### src/rtl/mis_xfer_pkg.sv
package mis_xfer_pkg;
  localparam int DATA_W = 32;
  localparam int LANES  = DATA_W / 8;

  typedef enum logic [1:0] {
    SZ_LONG = 2'b00,
    SZ_BYTE = 2'b01,
    SZ_WORD = 2'b10
  } xfer_size_e;

  typedef enum logic {
    ST_IDLE = 1'b0,
    ST_BUSY = 1'b1
  } seq_state_e;

  // Operand byte count for a request size code; code 11 maps to long word.
  function automatic logic [2:0] size_to_bytes(input logic [1:0] code);
    case (code)
      2'b01:   return 3'd1;
      2'b10:   return 3'd2;
      default: return 3'd4;
    endcase
  endfunction
endpackage

### src/rtl/mis_xfer_planner.sv
// Chooses the width of the next bus cycle from the current offset and the
// number of operand bytes still to move.
module mis_xfer_planner
  import mis_xfer_pkg::*;
#(
  parameter bit MID_WORD_OK = 1'b0
) (
  input  logic [1:0]  offset,
  input  logic [2:0]  remain,
  output logic [2:0]  nbytes,
  output xfer_size_e  code
);
  always_comb begin
    nbytes = 3'd1;
    code   = SZ_BYTE;
    if (offset[0]) begin
      if (MID_WORD_OK && remain == 3'd2 && offset == 2'd1) begin
        nbytes = 3'd2;
        code   = SZ_WORD;
      end
    end else if (remain == 3'd4 && offset == 2'd0) begin
      nbytes = 3'd4;
      code   = SZ_LONG;
    end else if (remain >= 3'd2) begin
      nbytes = 3'd2;
      code   = SZ_WORD;
    end
  end
endmodule

### src/rtl/mis_xfer_lane_steer.sv
// Places the operand bytes of the current cycle onto their byte lanes.
module mis_xfer_lane_steer
  import mis_xfer_pkg::*;
(
  input  logic [DATA_W-1:0] operand,
  input  logic [2:0]        op_bytes,
  input  logic [2:0]        moved,
  input  logic [1:0]        offset,
  input  logic [2:0]        nbytes,
  output logic [DATA_W-1:0] lanes
);
  logic [3:0] op4, mv4, off4, nb4;
  assign op4  = {1'b0, op_bytes};
  assign mv4  = {1'b0, moved};
  assign off4 = {2'b00, offset};
  assign nb4  = {1'b0, nbytes};

  for (genvar k = 0; k < LANES; k++) begin : g_lane
    localparam logic [3:0] K = 4'(k);
    logic       hit;
    logic [3:0] idx;
    logic [3:0] sh;
    logic [7:0] lane_byte;
    always_comb begin
      hit       = (K >= off4) && (K < off4 + nb4);
      idx       = mv4 + K - off4;
      sh        = op4 - 4'd1 - idx;
      lane_byte = hit ? 8'(operand >> {sh[1:0], 3'b000}) : 8'h00;
    end
    assign lanes[8*(LANES-1-k) +: 8] = lane_byte;
  end
endmodule

### src/rtl/mis_xfer_gather.sv
// Collects read bytes from their lanes into a right-justified operand.
module mis_xfer_gather
  import mis_xfer_pkg::*;
(
  input  logic              clk,
  input  logic              rst_n,
  input  logic              clear,
  input  logic              capture,
  input  logic [DATA_W-1:0] bus_rdata,
  input  logic [2:0]        op_bytes,
  input  logic [2:0]        moved,
  input  logic [1:0]        offset,
  input  logic [2:0]        nbytes,
  output logic [DATA_W-1:0] operand
);
  logic [3:0] op4, mv4, off4, nb4;
  assign op4  = {1'b0, op_bytes};
  assign mv4  = {1'b0, moved};
  assign off4 = {2'b00, offset};
  assign nb4  = {1'b0, nbytes};

  for (genvar p = 0; p < LANES; p++) begin : g_byte
    localparam logic [3:0] P = 4'(p);
    logic       take;
    logic [3:0] idx;
    logic [3:0] lane4;
    logic [7:0] sel;
    logic [7:0] held;
    always_comb begin
      idx   = op4 - 4'd1 - P;
      take  = capture && (P < op4) && (idx >= mv4) && (idx < mv4 + nb4);
      lane4 = off4 + idx - mv4;
      sel   = 8'(bus_rdata >> {~lane4[1:0], 3'b000});
    end
    always_ff @(posedge clk) begin
      if (!rst_n || clear) held <= 8'h00;
      else if (take)       held <= sel;
    end
    assign operand[8*p +: 8] = held;
  end
endmodule

### src/rtl/mis_xfer_seq.sv
module mis_xfer_seq
  import mis_xfer_pkg::*;
#(
  parameter int ADDR_W      = 32,
  parameter bit MID_WORD_OK = 1'b0
) (
  input  logic              clk,
  input  logic              rst_n,
  input  logic              req_valid,
  output logic              req_ready,
  input  logic [ADDR_W-1:0] req_addr,
  input  logic [1:0]        req_size,
  input  logic              req_write,
  input  logic [31:0]       req_wdata,
  output logic              bus_valid,
  output logic [ADDR_W-1:0] bus_addr,
  output logic [1:0]        bus_size,
  output logic              bus_write,
  output logic [31:0]       bus_wdata,
  input  logic              bus_ack,
  input  logic [31:0]       bus_rdata,
  output logic              done,
  output logic [31:0]       done_rdata
);
  seq_state_e        state;
  logic [ADDR_W-1:0] cur_addr;
  logic [2:0]        remain, moved, op_bytes, nbytes;
  logic [DATA_W-1:0] op_wdata, steered;
  logic              is_write, done_q, accept, step, last;
  xfer_size_e        code;

  assign req_ready = (state == ST_IDLE);
  assign accept    = req_valid && req_ready;
  assign step      = (state == ST_BUSY) && bus_ack;
  assign last      = (remain == nbytes);

  mis_xfer_planner #(.MID_WORD_OK(MID_WORD_OK)) planner_i (
    .offset (cur_addr[1:0]),
    .remain (remain),
    .nbytes (nbytes),
    .code   (code)
  );

  mis_xfer_lane_steer steer_i (
    .operand  (op_wdata),
    .op_bytes (op_bytes),
    .moved    (moved),
    .offset   (cur_addr[1:0]),
    .nbytes   (nbytes),
    .lanes    (steered)
  );

  mis_xfer_gather gather_i (
    .clk       (clk),
    .rst_n     (rst_n),
    .clear     (accept),
    .capture   (step && !is_write),
    .bus_rdata (bus_rdata),
    .op_bytes  (op_bytes),
    .moved     (moved),
    .offset    (cur_addr[1:0]),
    .nbytes    (nbytes),
    .operand   (done_rdata)
  );

  always_ff @(posedge clk) begin
    if (!rst_n) begin
      state    <= ST_IDLE;
      cur_addr <= '0;
      remain   <= 3'd0;
      moved    <= 3'd0;
      op_bytes <= 3'd0;
      op_wdata <= '0;
      is_write <= 1'b0;
      done_q   <= 1'b0;
    end else begin
      done_q <= 1'b0;
      if (accept) begin
        state    <= ST_BUSY;
        cur_addr <= req_addr;
        op_bytes <= size_to_bytes(req_size);
        remain   <= size_to_bytes(req_size);
        moved    <= 3'd0;
        op_wdata <= req_wdata;
        is_write <= req_write;
      end else if (step) begin
        cur_addr <= cur_addr + ADDR_W'(nbytes);
        moved    <= moved + nbytes;
        remain   <= remain - nbytes;
        if (last) begin
          state  <= ST_IDLE;
          done_q <= 1'b1;
        end
      end
    end
  end

  assign bus_valid = (state == ST_BUSY);
  assign bus_addr  = cur_addr;
  assign bus_size  = code;
  assign bus_write = is_write;
  assign bus_wdata = is_write ? steered : '0;
  assign done      = done_q;
endmodule

### config.mk
export PLATFORM = sky130hd
export DESIGN_NAME = mis_xfer_seq
export DESIGN_NICKNAME = d
export VERILOG_FILES = /design/src/rtl/mis_xfer_pkg.sv /design/src/rtl/mis_xfer_planner.sv /design/src/rtl/mis_xfer_lane_steer.sv /design/src/rtl/mis_xfer_gather.sv /design/src/rtl/mis_xfer_seq.sv
export SDC_FILE = /design/constraint.sdc
export NUM_CORES = 1
export LEC_CHECK = 0
export ABC_AREA = 1
export BUFFER_PORTS_ARGS = -buffer_cell sky130_fd_sc_hd__buf_2
export CORE_UTILIZATION = 50
export CTS_BUF_LIST = sky130_fd_sc_hd__clkbuf_4
export DETAILED_ROUTE_END_ITERATION = 10
export HOLD_SLACK_MARGIN = 0.08
export PLACE_DENSITY_LB_ADDON = 0.2
export SLEW_MARGIN = 20
export SYNTH_ARGS = -nofsm -noshare
export SYNTH_HDL_FRONTEND = slang
export SYNTH_SLANG_ARGS = --single-unit
export TNS_END_PERCENT = 100
### constraint.sdc
create_clock -name clk -period 3.8 [get_ports clk]
set_input_delay 0.57 -clock clk [delete_from_list [all_inputs] [get_ports clk]]
set_output_delay 0.57 -clock clk [all_outputs]
set_load 0.02 [all_outputs]
* Word level (Yosys, flattened, before mapping)
Cells that the tools add are included. Widths: inputs -> output; s select.
Word-level totals: latch bits 0, register bits 108, RAM bits 0, logic and storage cells 129, bits in read-only memories 0, input bits 103, memories 0
Operators by class: multiplexer cells 20, equal/unequal tests 4, bitwise operators 7, $add $sub $neg 28, order comparisons 21, $mul 0, reduce and logical (&&, ||, !) cells 29, shift-type cells 8, div/mod/pow operators 0
Operators by type and width (number):
- $shr 32x5->8 | 8
- $mux 32 | 3
- $add 32x3->32 | 1
- $mux 8 | 4
- $sub 2x2->2 | 12
- $logic_and 1x1->1 | 20
- $ge 4x3->1 | 4
- $lt 4x4->1 | 4
- $mux 3 | 4
- $add 2x2->2 | 4
- $lt 1x4->1 const A | 2
- $lt 2x4->1 const A | 2
- $mux 2 | 4
- $not 2->2 | 4
- $sub 4x2->4 const B | 2
- $lt 1x3->1 const A | 2
- $lt 2x3->1 const A | 2
- $pmux 3 s2 | 1
- $add 2x2->2 const B | 2
- $add 2x3->4 | 1
- $add 3x3->4 | 1
- $ge 1x2->1 const A | 2
- $ge 2x2->1 const A | 2
- $mux 1 | 4
- other kinds (18) | 22

* Longest topological paths before layout
Gate-level depths: netlist (run 1).
word-level depth 9, gate-level depth with buffers 18, depth with buffers taken out 18

* Hierarchy
From an unflattened synthesis (run 1), not the netlist that was laid out.
Unflattened totals: cells, all modules 1590, area total of the unflattened synthesis 9140.0 um^2
By module, submodules not included:
- mis_xfer_seq | cells an instance 694, times used 1, area an instance 4401.7 um^2
- mis_xfer_gather | cells an instance 550, times used 1, area an instance 3138.0 um^2
- mis_xfer_lane_steer | cells an instance 335, times used 1, area an instance 1547.7 um^2
- mis_xfer_planner | cells an instance 11, times used 1, area an instance 52.6 um^2

* Worst setup path before layout (run 1)
Ideal clock, no wire load.
path kind flip-flop to output port, start register cur_addr[0] (netlist: bus_addr[0]), end output bus_wdata[16], buffers on the path 0, arrival 2.659 ns, setup slack 0.571 ns, required time 3.230 ns, stages on the path, launching flop included 13, path through dfxtp_1 -> inv_1 -> nand2_1 -> nor2_1 -> nand3_1 -> nand3_1 -> inv_1 -> ha_1 -> nand2_1 -> nand2_1 -> nand3_1 -> nand3_1 -> nor3_1
On the way: cells in the longest elaborated chain, start to end 9, elaborated cells between the ends (all ways) 13, those cells by class add/sub (3); order compare (2); shift (1); mux (4); reduce/logical (3)
RTL lines:
- start, declared | line mis_xfer_seq.sv:26 | logic [ADDR_W-1:0] cur_addr;
- start signal, assigned | line mis_xfer_seq.sv:80 | cur_addr <= req_addr;
- start signal, assigned | line mis_xfer_seq.sv:87 | cur_addr <= cur_addr + ADDR_W'(nbytes);
- $logic_not 2->1 | line mis_xfer_planner.sv:21 | end else if (remain == 3'd4 && offset == 2'd0) begin
- $logic_and 1x1->1 | line mis_xfer_planner.sv:21
- $mux 3 | line mis_xfer_planner.sv:21
- $mux 3 | line mis_xfer_planner.sv:16 | if (offset[0]) begin
- $add 2x3->4 | line mis_xfer_lane_steer.sv:25 | hit = (K >= off4) && (K < off4 + nb4);
- $lt 1x4->1 | line mis_xfer_lane_steer.sv:25
- $logic_and 1x1->1 | line mis_xfer_lane_steer.sv:25
- $mux 8 * | line mis_xfer_lane_steer.sv:28 | lane_byte = hit ? 8'(operand >> {sh[1:0], 3'b000}) : 8'h00;
- $mux 32 * | line mis_xfer_seq.sv:102 | assign bus_wdata = is_write ? steered : '0;
- end, declared | line mis_xfer_seq.sv:19 | output logic [31:0] bus_wdata,
Mark *: on every way between the ends. The rest lies on a longest branch, timed or not.

* Worst setup path in the final report (run 1)
start register cur_addr[0] (netlist: bus_addr[0]), end output bus_wdata[12]
On the way: cells in the longest elaborated chain, start to end 9, elaborated cells between the ends (all ways) 13, those cells by class add/sub (3); order compare (2); shift (1); mux (4); reduce/logical (3)
RTL lines (line):
- $logic_not 2->1 | mis_xfer_planner.sv:21
- $logic_and 1x1->1 | mis_xfer_planner.sv:21
- $mux 3 | mis_xfer_planner.sv:21
- $mux 3 | mis_xfer_planner.sv:16
- $add 2x3->4 | mis_xfer_lane_steer.sv:25
- $lt 2x4->1 | mis_xfer_lane_steer.sv:25
- $logic_and 1x1->1 | mis_xfer_lane_steer.sv:25
- $mux 8 * | mis_xfer_lane_steer.sv:28
- $mux 32 * | mis_xfer_seq.sv:102
Marked as above.

==> impl_results.md, run 1 <==
* Status: complete, no violations
* Largest net degree at the start of global routing at 72
* Fin crit share at 95.4%
* CTS Hold Bufs at 0
* Vias in the first global route at 8009
* Syn nets at 1572
* Initial Util at 51.6%
* Hold Crit Class: primary input to flop
* Avg Synthesized Cell Area at 5.76 sq um
* Synth cell types at 44
* Cell family with most CP delay: buffers and inverters
* Port Buffer Count at 204
* Total grt overflow at 0
* Max Cap Viol at 0
* Slowest stage cell, crit path: fa_1
* DR iter-0 viols at 624
* Post-Syn Instances at 1432
* Hold depth at 3
* CP arrival at 3.05 ns
* CTS clk-pin slew, worst paths at 0.20 ns
* Yosys warns at 0
* DRT Wirelength at 26000 um
* GPL Wtd Cong at 0.952
* CP bufs+invs at 4
* Sequential share of the synthesized area at 26.2%
* Final std cells w/o fill at 1828
* Largest fanout on the critical path at 32
* Layout cells sized above 1 at 17.4%
* Fill count at 1720
* Die Ht at 130 um
* Core ar. at 16000 sq um
* Clock Sinks at 108
* Die area at 17000 sq um
* DP HPWL at 19000 um
* Die width at 130 um
* Antenna Nets Post-Route at 0
* DR pass1 iterations at 5
* Peak supply drop at 0.000188 V
* Total CTS buffers at 9
* Finish-stage setup viols at 0
* Hold endpoint: bus_addr[1]$_SDFFE_PN0P_
* Placed Cells incl. Taps at 1810
* Rel. slew slack at 47.6%
* Min-delay src: req_addr[1]
* First-pass GRT wire length at 40200 um
* Wire per inst at 14.2 um
* GRT Overall Usage at 30.1%
* CTS tree: done
* Setup tns final at 0 ns
* Cell taking the most area after synthesis: dfxtp_1
* Area delta synth->final at 15.2%
* Worst Path Required at 3.23 ns
* RSZ-0062 raised after global routing: true
* Startpoint types: flop
* Worst reg-to-reg setup slack at 0.83 ns
* Cell chain of the critical path: inv_1 -> buf_4 -> fa_1 -> clkinvlp_4 -> o21ai_0 -> nor2_1 -> nor3_1 -> buf_2
* Root buf cell: clkbuf_4
* Critical path class: flop to primary output
* Slew at the pin with the worst max-slew slack at 0.783 ns
* Synth area leaders: dfxtp_1 (26%), nand2_1 (22%), nor2_1 (11%), o21ai_0 (7.9%), inv_1 (5.9%)
* Critical path endpoint category: primary output
* Fin nets at 1746
* Initial antenna violation count at 2
* Max Slew Vio Count at 0
* FF-to-FF End: gather_i.g_byte[2].held[3]$_SDFFE_PP0P_
* Post-Syn Area at 8250 sq um
* Via Count at 9603
* R2R cell count at 14
* Clk buf depth at 2
* Min cycle time layout at 3.62 ns
* Fin. Hold Viols at 0
* Setup Skew at 0.0339 ns
* Number of synthesized register bits at 108
* Pleak at 4.84 nW
* Power Dens Cells at 335 nW/um^2
* Via/cell ratio at 5.25
* CP peak stage delay at 0.62 ns
* Worst r2r src: bus_addr[0]$_SDFFE_PN0P_
* Rows at 46
* Max H-tree Level at 3
* Max Clock Freq at 0.276 GHz
* Overall Power at 3.19 mW
* Synth top area share at 26.2%
* Io pins at 205
* Clk Latency, worst-skew pair at 0.51 ns
* DRC viols at 0
## power breakdown
| group | internal [mW] | leakage, nW | switching (mW) |
|---|---|---|---|
| sequential | 1.20 | 0.884 | 0.0710 |
| combinational | 0.444 | 3.90 | 0.923 |
| clock | 0.135 | 0.0549 | 0.420 |
## state kept, by name, summed over array words and instances, names as in the netlist, 3 cells and up
name,count
bus_addr,32
gather_i.g_byte.held,32
moved,3
op_bytes,3
op_wdata,32
remain,3
## Yosys cell counts (all sizes together)
| cell type | n |
|---|---|
| a221oi | 1 |
| o21a | 1 |
| ha | 33 |
| nor2 | 238 |
| nor4 | 1 |
| inv | 137 |
| o221ai | 1 |
| a21o | 1 |
| a211oi | 1 |
| dfxtp | 108 |
| xnor2 | 3 |
| a21oi | 72 |
| a21boi | 1 |
| nor3b | 1 |
| nand3b | 9 |
| fa | 4 |
| o22ai | 5 |
| clkinv | 1 |
| nand2 | 493 |
| xor2 | 1 |
| o211ai | 6 |
| o21bai | 1 |
| o21ai | 132 |
| a31oi | 2 |
| nor3 | 25 |
| o211a | 1 |
| buf | 25 |
| clkbuf | 33 |
| or2 | 5 |
| o31ai | 1 |
| nand4 | 6 |
| nand3 | 83 |
## routing by layer
metal	part of all wire (%)	track usage, %
met2	46	48.1
met4	1.7	9.80
met5	0.046	0
met1	45	41.8
met3	7.4	3.79
## worst max path at each step
stage,from,end,slack (ns),cells after the start
after floorplan,bus_addr[0]$_SDFFE_PN0P_,bus_wdata[16],0.57,12
after global placement,bus_addr[1]$_SDFFE_PN0P_,bus_wdata[9],0.56,14
after detailed placement,bus_addr[1]$_SDFFE_PN0P_,bus_wdata[9],0.43,14
after CTS,bus_addr[1]$_SDFFE_PN0P_,bus_wdata[16],0.007,14
after global routing,bus_addr[0]$_SDFFE_PN0P_,bus_wdata[9],-0.02,8
final,bus_addr[0]$_SDFFE_PN0P_,bus_wdata[12],0.18,8
## per-stage QoR
stage                     utilization (%)  area, sq um  hold slack, ns  worst slack, ns
after floorplan                         -         8250           0.454            0.571
after global placement               58.6         9380           0.461            0.564
after detailed placement             58.6         9380           0.468            0.431
after CTS                            59.3         9490           0.298          0.00680
after global routing                 59.5         9510           0.321          -0.0174
final                                59.5         9510           0.310            0.176
## worst register-to-register path, delay by kind of cell (launching register included)
kind                     cells  cell delay, ns
flip-flops                   1            0.43
AND/OR/NAND/NOR              4            0.57
AO/OA/AOI/OAI                3            0.49
adder cells (fa/ha/maj)      3            1.02
buffers and inverters        4            0.34
## timing repair
action                     4_1_cts  5_1_grt
buffers inserted                 1        0
resized for setup                0        8
pin swaps                        1        0
setup endpoints to repair        8       24
hold endpoints to repair         0        0
cloned                           0        0
## cells in the final DEF (no fill, tap or decap), types with 2 or more instances in the layout
cell type / instances
a31oi_1: 2
clkinvlp_4: 3
xnor2_1: 3
dfxtp_1: 106
nand4_1: 6
inv_1: 127
inv_2: 8
nand2_1: 476
nor2_2: 2
nand3b_1: 9
buf_2: 204
nand3_1: 76
fa_1: 3
o22ai_1: 5
dfxtp_2: 2
o21ai_1: 2
o211ai_1: 6
nand2_4: 5
buf_4: 17
ha_1: 33
or2_2: 5
nor2_1: 235
clkinv_1: 4
o21ai_0: 130
a21oi_1: 72
clkbuf_4: 10
nand3_2: 6
nand2_2: 12
nor3_1: 25
## kinds of logic after synthesis
logic type,Yosys count,synth area share [%]
and+or+nand+nor,861,43.0
AOI/OAI and AO/OA,226,14.3
buffers and inverters,196,9.88
DFF,108,26.2
adders and majority gates,37,5.97
xor gates and xnor gates,4,0.652
## cell type report
class / instances / area, sq um / share of cell area, %
tap: 216 / 270 / 2.84
inverter: 138 / 527 / 5.54
clock inverter: 6 / 31.3 / 0.329
timing repair buffer: 221 / 1150 / 12.1
antenna: 1 / 2.50 / 0.0263
multi-input combinational: 1128 / 5290 / 55.6
sequential: 108 / 2160 / 22.8
clock buffer: 10 / 75.1 / 0.789
No activity file was read; power rests on OpenSTA's default activity.
==> run 2, diff against run 1 <==
--- a/config.mk
+++ b/config.mk
@@ -7,12 +7,14 @@
 export LEC_CHECK = 0
 export ABC_AREA = 1
 export BUFFER_PORTS_ARGS = -buffer_cell sky130_fd_sc_hd__buf_2
-export CORE_UTILIZATION = 50
+export CELL_PAD_IN_SITES_DETAIL_PLACEMENT = 2
+export CELL_PAD_IN_SITES_GLOBAL_PLACEMENT = 2
+export CORE_ASPECT_RATIO = 1.4
+export CORE_UTILIZATION = 28
 export CTS_BUF_LIST = sky130_fd_sc_hd__clkbuf_4
 export DETAILED_ROUTE_END_ITERATION = 10
 export HOLD_SLACK_MARGIN = 0.08
 export PLACE_DENSITY_LB_ADDON = 0.2
-export SLEW_MARGIN = 20
 export SYNTH_ARGS = -nofsm -noshare
 export SYNTH_HDL_FRONTEND = slang
 export SYNTH_SLANG_ARGS = --single-unit
==> impl_results.md, run 2 (same netlist as run 1, synthesis figures left out) <==
* Status: complete, no violations
* CP bufs+invs at 3
* Total grt overflow at 0
* GPL Wtd Cong at 0.834
* Hold_ws at 0.256 ns
* Wire per inst at 17.7 um
* RSZ-0062 raised after global routing: false
* Cell family with most CP delay: simple AND/OR/NAND/NOR gates
* Largest fanout on the critical path at 12
* Fin nets at 1754
* Setup tns final at 0 ns
* Worst Path Required at 3.23 ns
* Rel. slew slack at 47.1%
* CP peak stage delay at 0.50 ns
* First-pass GRT wire length at 54100 um
* Pleak at 4.90 nW
* Die area at 30200 sq um
* Fill count at 3856
* Slew at the pin with the worst max-slew slack at 0.787 ns
* CP arrival at 3.04 ns
* Most common cell after layout, fill and taps aside: nand2_1
* Hold Crit Class: primary input to flop
* Peak supply drop at 0.000148 V
* Placement-stage worst setup slack at 0.520 ns
* Placed cell area at 9580 sq um
* Vias in the first global route at 10300
* Via Count at 9940
* DP HPWL at 28000 um
* Commonest cells after routing, fill and taps aside: nand2_1 (476), nor2_1 (235), buf_2 (204), o21ai_0 (131), inv_1 (127)
* Max Slew Vio Count at 0
* Fin. Hold Viols at 0
* CTS tree: done
* Initial antenna violation count at 4
* Reg area at 2160 sq um
* Finish-stage setup viols at 0
* Slowest stage cell, crit path: dfxtp_1
* Root buf cell: clkbuf_4
* Area delta synth->final at 19.7%
* GRT Overall Usage at 23.1%
* Final worst-path setup slack at 0.192 ns
* Clk buf depth at 2
* Largest net degree at the start of global routing at 73
* CTS clk-pin slew, worst paths at 0.21 ns
* DRT Wirelength at 35300 um
* Max Clock Freq at 0.277 GHz
* Via/cell ratio at 4.97
* Critical path endpoint category: primary output
* Final Cell Area at 9880 sq um
* Critical path class: flop to primary output
* Overall Power at 3.49 mW
* DR iter-0 viols at 277
* Setup Skew at 0.0223 ns
* Min cycle time layout at 3.61 ns
* Max Cap Viol at 0
* Area of the multi-input gates at 5330 sq um
* Die width at 147 um
* Fin crit share at 95.0%
* DRC viols at 0
* Max H-tree Level at 3
* DR pass1 iterations at 6
* Initial Util at 28.4%
* Rows at 74
* Core ar. at 29100 sq um
* Clk Latency, worst-skew pair at 0.54 ns
* Cell chain of the critical path: inv_6 -> ha_2 -> inv_2 -> nand3_2 -> nand2_4 -> or2_2 -> nand2_2 -> nor2_1 -> nor3_1 -> buf_2
* Port Buffer Count at 204
* Layout cells sized above 1 at 18.2%
* Io pins at 205
* Power Dens Cells at 354 nW/um^2
* Die Ht at 205 um
* Startpoint types: flop
* Antenna Nets Post-Route at 0
* Total CTS buffers at 9
* Clock Sinks at 108
run 2: where the power goes:
group          switching, mW  internal (mW)
sequential            0.0766           1.20
combinational           1.04          0.482
clock                  0.483          0.212
run 2: per-stage QoR:
| stage | util (%) | cells |
|---|---|---|
| detailed placement | 33.0 | 1972 |
| global route | 34.0 | 1999 |
| floorplan | - | 1432 |
| CTS | 33.5 | 1988 |
| finish | 34.0 | 2000 |
| global placement | 33.0 | 1972 |
run 2: per-layer routing:
metal	share of wire, %	up-vias	global-route usage [%]
met4	3.0	4	8.80
met3	2.5	52	2.63
met1	42	4820	25.5
met2	53	176	44.4
met5	0.082	-	0
li1	-	4888	-
run 2: worst paths after layout:
path,from,end,slack [ns],cells past startpoint
hold reg to reg,gather_i.g_byte[0].held[1]$_SDFFE_PP0P_,gather_i.g_byte[0].held[1]$_SDFFE_PP0P_,0.49,2
setup / recovery,op_bytes[0]$_SDFFE_PN0P_,bus_wdata[8],0.19,10
hold / removal,req_addr[18],bus_addr[18]$_SDFFE_PN0P_,0.26,3
setup reg to reg,remain[1]$_SDFFE_PN0P_,gather_i.g_byte[2].held[7]$_SDFFE_PP0P_,0.63,14
run 2: final cells by class:
| type | count | area share, % |
|---|---|---|
| diodes | 2 | 0.0507 |
| clock buffers | 9 | 0.684 |
| clock inverters | 6 | 0.798 |
| inverters | 138 | 5.38 |
| multi-input cells | 1128 | 53.9 |
| flip-flops and latches | 108 | 21.9 |
| well taps | 380 | 4.81 |
| repair buffers | 227 | 12.3 |
| repair inverters | 2 | 0.127 |
run 2: worst register-to-register path: stages, from the launching register on:
cell     delay, ns
dfxtp_1       0.37
nor2_1        0.16
inv_1         0.09
nand2_1       0.17
ha_1          0.23
inv_1         0.06
fa_1          0.55
ha_1          0.33
inv_1         0.04
a21oi_1       0.17
a21oi_1       0.11
nand2_1       0.08
nand3_2       0.35
o21ai_0       0.32
nor2_1        0.05
run 2: timing repair:
| action | in CTS | in global routing |
|---|---|---|
| resized for setup | 2 | 13 |
| endpoints found under the hold margin | 0 | 0 |
| cloned | 0 | 2 |
| setup buffers | 1 | 8 |
| hold buffers | 0 | 0 |
| setup endpoints to repair | 12 | 26 |
| pin swaps | 1 | 1 |
==> run 3, diff against run 2 <==
--- a/config.mk
+++ b/config.mk
@@ -10,12 +10,13 @@
 export CELL_PAD_IN_SITES_DETAIL_PLACEMENT = 2
 export CELL_PAD_IN_SITES_GLOBAL_PLACEMENT = 2
 export CORE_ASPECT_RATIO = 1.4
-export CORE_UTILIZATION = 28
+export CORE_UTILIZATION = 29
 export CTS_BUF_LIST = sky130_fd_sc_hd__clkbuf_4
 export DETAILED_ROUTE_END_ITERATION = 10
 export HOLD_SLACK_MARGIN = 0.08
 export PLACE_DENSITY_LB_ADDON = 0.2
 export SYNTH_ARGS = -nofsm -noshare
 export SYNTH_HDL_FRONTEND = slang
+export SYNTH_HIERARCHICAL = 1
 export SYNTH_SLANG_ARGS = --single-unit
 export TNS_END_PERCENT = 100
==> impl_results.md, run 3 <==
* Post-Syn Area at 9140 sq um
* DRT Wirelength at 37300 um
* Violated checks: design-rule violations
* Die Ht at 212 um
* Clk Latency, worst-skew pair at 0.54 ns
* Most common cell after layout, fill and taps aside: nand2_1
* Fill count at 4016
* Peak supply drop at 0.000191 V
* Startpoint types: flop
* Most common cell in the netlist: nand2_1
* Largest net degree at the start of global routing at 56
* WL met1 at 14300 um
* Number of synthesized register bits at 108
* Pleak at 5.75 nW
* Max Slew Vio Count at 0
* Setup Skew at 0.0280 ns
* DRC viols at 30
* Max Clock Freq at 0.276 GHz
* Largest fanout on the critical path at 8
* Fin nets at 1922
* GRT Overall Usage at 23.6%
* Clock Sinks at 108
* DP HPWL at 29500 um
* Post-synth EDFFs at 0
* Layout cells sized above 1 at 18.2%
* Finish-stage setup viols at 0
* Setup tns final at 0 ns
* DR pass1 iterations at 7
* Via Count at 10700
* Synth cell types at 41
* Via/cell ratio at 4.94
* Io pins at 205
* Yosys warns at 6
* Commonest cells after routing, fill and taps aside: nand2_1 (500), nor2_1 (289), buf_2 (204), inv_1 (192), o21ai_0 (126)
* Power Dens Cells at 363 nW/um^2
* Cell chain of the critical path: nor2_1 -> nor2_2 -> inv_2 -> ha_1 -> fa_1 -> nand3_1 -> o22ai_2 -> a21boi_4 -> nand2_1 -> nor2_1 -> nand2_1 -> inv_1 -> buf_2
* Logic pwr share at 49.0%
* Post-Syn Instances at 1590
* Min cycle time layout at 3.62 ns
* Critical path class: flop to primary output
* Slew at the pin with the worst max-slew slack at 1.15 ns
* Hold Crit Class: primary input to flop
* Vias in the first global route at 11700
* CP bufs+invs at 3
* Cell family with most CP delay: simple AND/OR/NAND/NOR gates
* Worst Path Required at 3.23 ns
* Die width at 152 um
* Synth top area share at 23.7%
* RSZ-0062 raised after global routing: true
* Initial antenna violation count at 2
* Routed length on met2 at 20200 um
* Sequential share of the synthesized area at 23.7%
* Fin. Hold Viols at 0
* CP arrival at 3.05 ns
* Fin crit share at 95.3%
* Wire per inst at 17.2 um
* Switch Pwr at 1.89 mW
* CP peak stage delay at 0.42 ns
* Total CTS buffers at 9
* Ys async rst share at 0%
* Avg Synthesized Cell Area at 5.75 sq um
* Main synth FF type: dfxtp_1
* Core ar. at 30900 sq um
* First-pass GRT wire length at 60000 um
* Hold_ws at 0.238 ns
* Total grt overflow at 0
* Antenna Nets Post-Route at 0
* Max H-tree Level at 3
* Slowest stage cell, crit path: dfxtp_4
* Die area at 32200 sq um
* Rows at 76
* Synth area leaders: dfxtp_1 (24%), nand2_1 (21%), nor2_1 (12%), inv_1 (7.9%), o21ai_0 (6.9%)
* Post-synth top cells: nand2_1 (500), nor2_1 (291), inv_1 (193), o21ai_0 (126), dfxtp_1 (108)
* Clk buf depth at 2
* Sequential share of power at 33.5%
* Initial Util at 29.6%
* Uppermost layer routed: met4
* CTS tree: done
* Syn nets at 1746
* Area delta synth->final at 17.1%
* Clk pwr share at 17.5%
* CTS clk-pin slew, worst paths at 0.23 ns
* Rel. slew slack at 23.3%
* Met3 WL at 1150 um
* Status: finished, violations left
* Cell taking the most area after synthesis: dfxtp_1
* Sw frac at 48.7%
* Max Cap Viol at 0
* Cell Int Power at 1.99 mW
* Root buf cell: clkbuf_4
* Critical path endpoint category: primary output
* Port Buffer Count at 204
* GPL Wtd Cong at 0.836
* DR iter-0 viols at 261
run 3: metrics by stage:
stage	total power [mW]	setup slack, ns	std cells	cell area, sq um	util [%]
after floorplan	2.61	0.654	1590	9140	-
after global routing	4.21	0.000548	2163	10700	34.6
after detailed placement	3.22	0.337	2143	10500	34.0
after global placement	3.13	0.501	2143	10500	34.0
final	3.88	0.178	2163	10700	34.6
after CTS	3.95	0.00987	2159	10700	34.5
run 3: logic make-up (layout without fill, tap and decap cells):
logic type / Yosys count / after routing / synth area share (%)
AO/OA/AOI/OAI: 227 / 227 / 13.3
XOR/XNOR: 11 / 11 / 1.05
adder cells (fa/ha/maj): 53 / 53 / 7.83
buffers and inverters: 273 / 454 / 12.5
flip-flops: 108 / 108 / 23.7
other: 0 / 2 / 0
AND/OR/NAND/NOR: 918 / 918 / 41.7
run 3: routing by layer:
metal,up-vias,global-route usage [%]
met4,0,11.6
met5,-,0
li1,5259,-
met2,208,47.6
met3,75,2.91
met1,5151,23.5
run 3: what timing repair did:
| item | in CTS | in global routing |
|---|---|---|
| pin swaps | 0 | 0 |
| setup endpoints to repair | 27 | 32 |
| buffers inserted | 0 | 2 |
| cloned | 0 | 0 |
| hold buffers | 0 | 0 |
| resized for setup | 4 | 6 |
run 3: final cells by class:
type                            instances  area (sq um)  share of cell area [%]
Inverter                              205           771                    7.20
Clock buffer                            9          67.6                   0.631
Multi-Input combinational cell       1209          5860                    54.7
Timing Repair Buffer                  233          1250                    11.7
Sequential cell                       108          2170                    20.3
Clock inverter                          7          91.3                   0.853
Antenna cell                            2          5.00                  0.0467
Tap cell                              390           488                    4.56
run 3: power by group through the flow:
stage          combinational (mW)  clock [mW]  sequential, mW
3_5_place_dp                 1.90           0            1.32
5_1_grt                      2.15       0.748            1.31
6_report                     1.90       0.680            1.30
4_1_cts                      1.92       0.727            1.30
2_1_floorplan                1.29           0            1.32
3_3_place_gp                 1.80           0            1.32
run 3: final timing paths:
| kind | startpoint | to | slack (ns) | cells after the start |
|---|---|---|---|---|
| setup / recovery | remain[1]$_SDFFE_PN0P_ | bus_wdata[14] | 0.18 | 13 |
| hold reg to reg | op_wdata[25]$_SDFFE_PN0P_ | op_wdata[25]$_SDFFE_PN0P_ | 0.49 | 2 |
| hold / removal | req_wdata[26] | op_wdata[26]$_SDFFE_PN0P_ | 0.24 | 3 |
| setup reg to reg | op_bytes[0]$_SDFFE_PN0P_ | gather_i/g_byte[1].held[0]$_SDFFE_PP0P_ | 0.39 | 15 |
run 3: worst reg2reg max path, cell delays in order, from the launching register on:
cell	delay (ns)
dfxtp_1	0.40
buf_4	0.18
inv_2	0.11
ha_1	0.25
ha_1	0.38
ha_1	0.25
a21oi_1	0.17
nand2_1	0.07
nand2_1	0.11
inv_1	0.06
ha_1	0.30
a21oi_1	0.14
a21boi_0	0.28
nand3_2	0.33
nor2_1	0.23
nor2_1	0.07
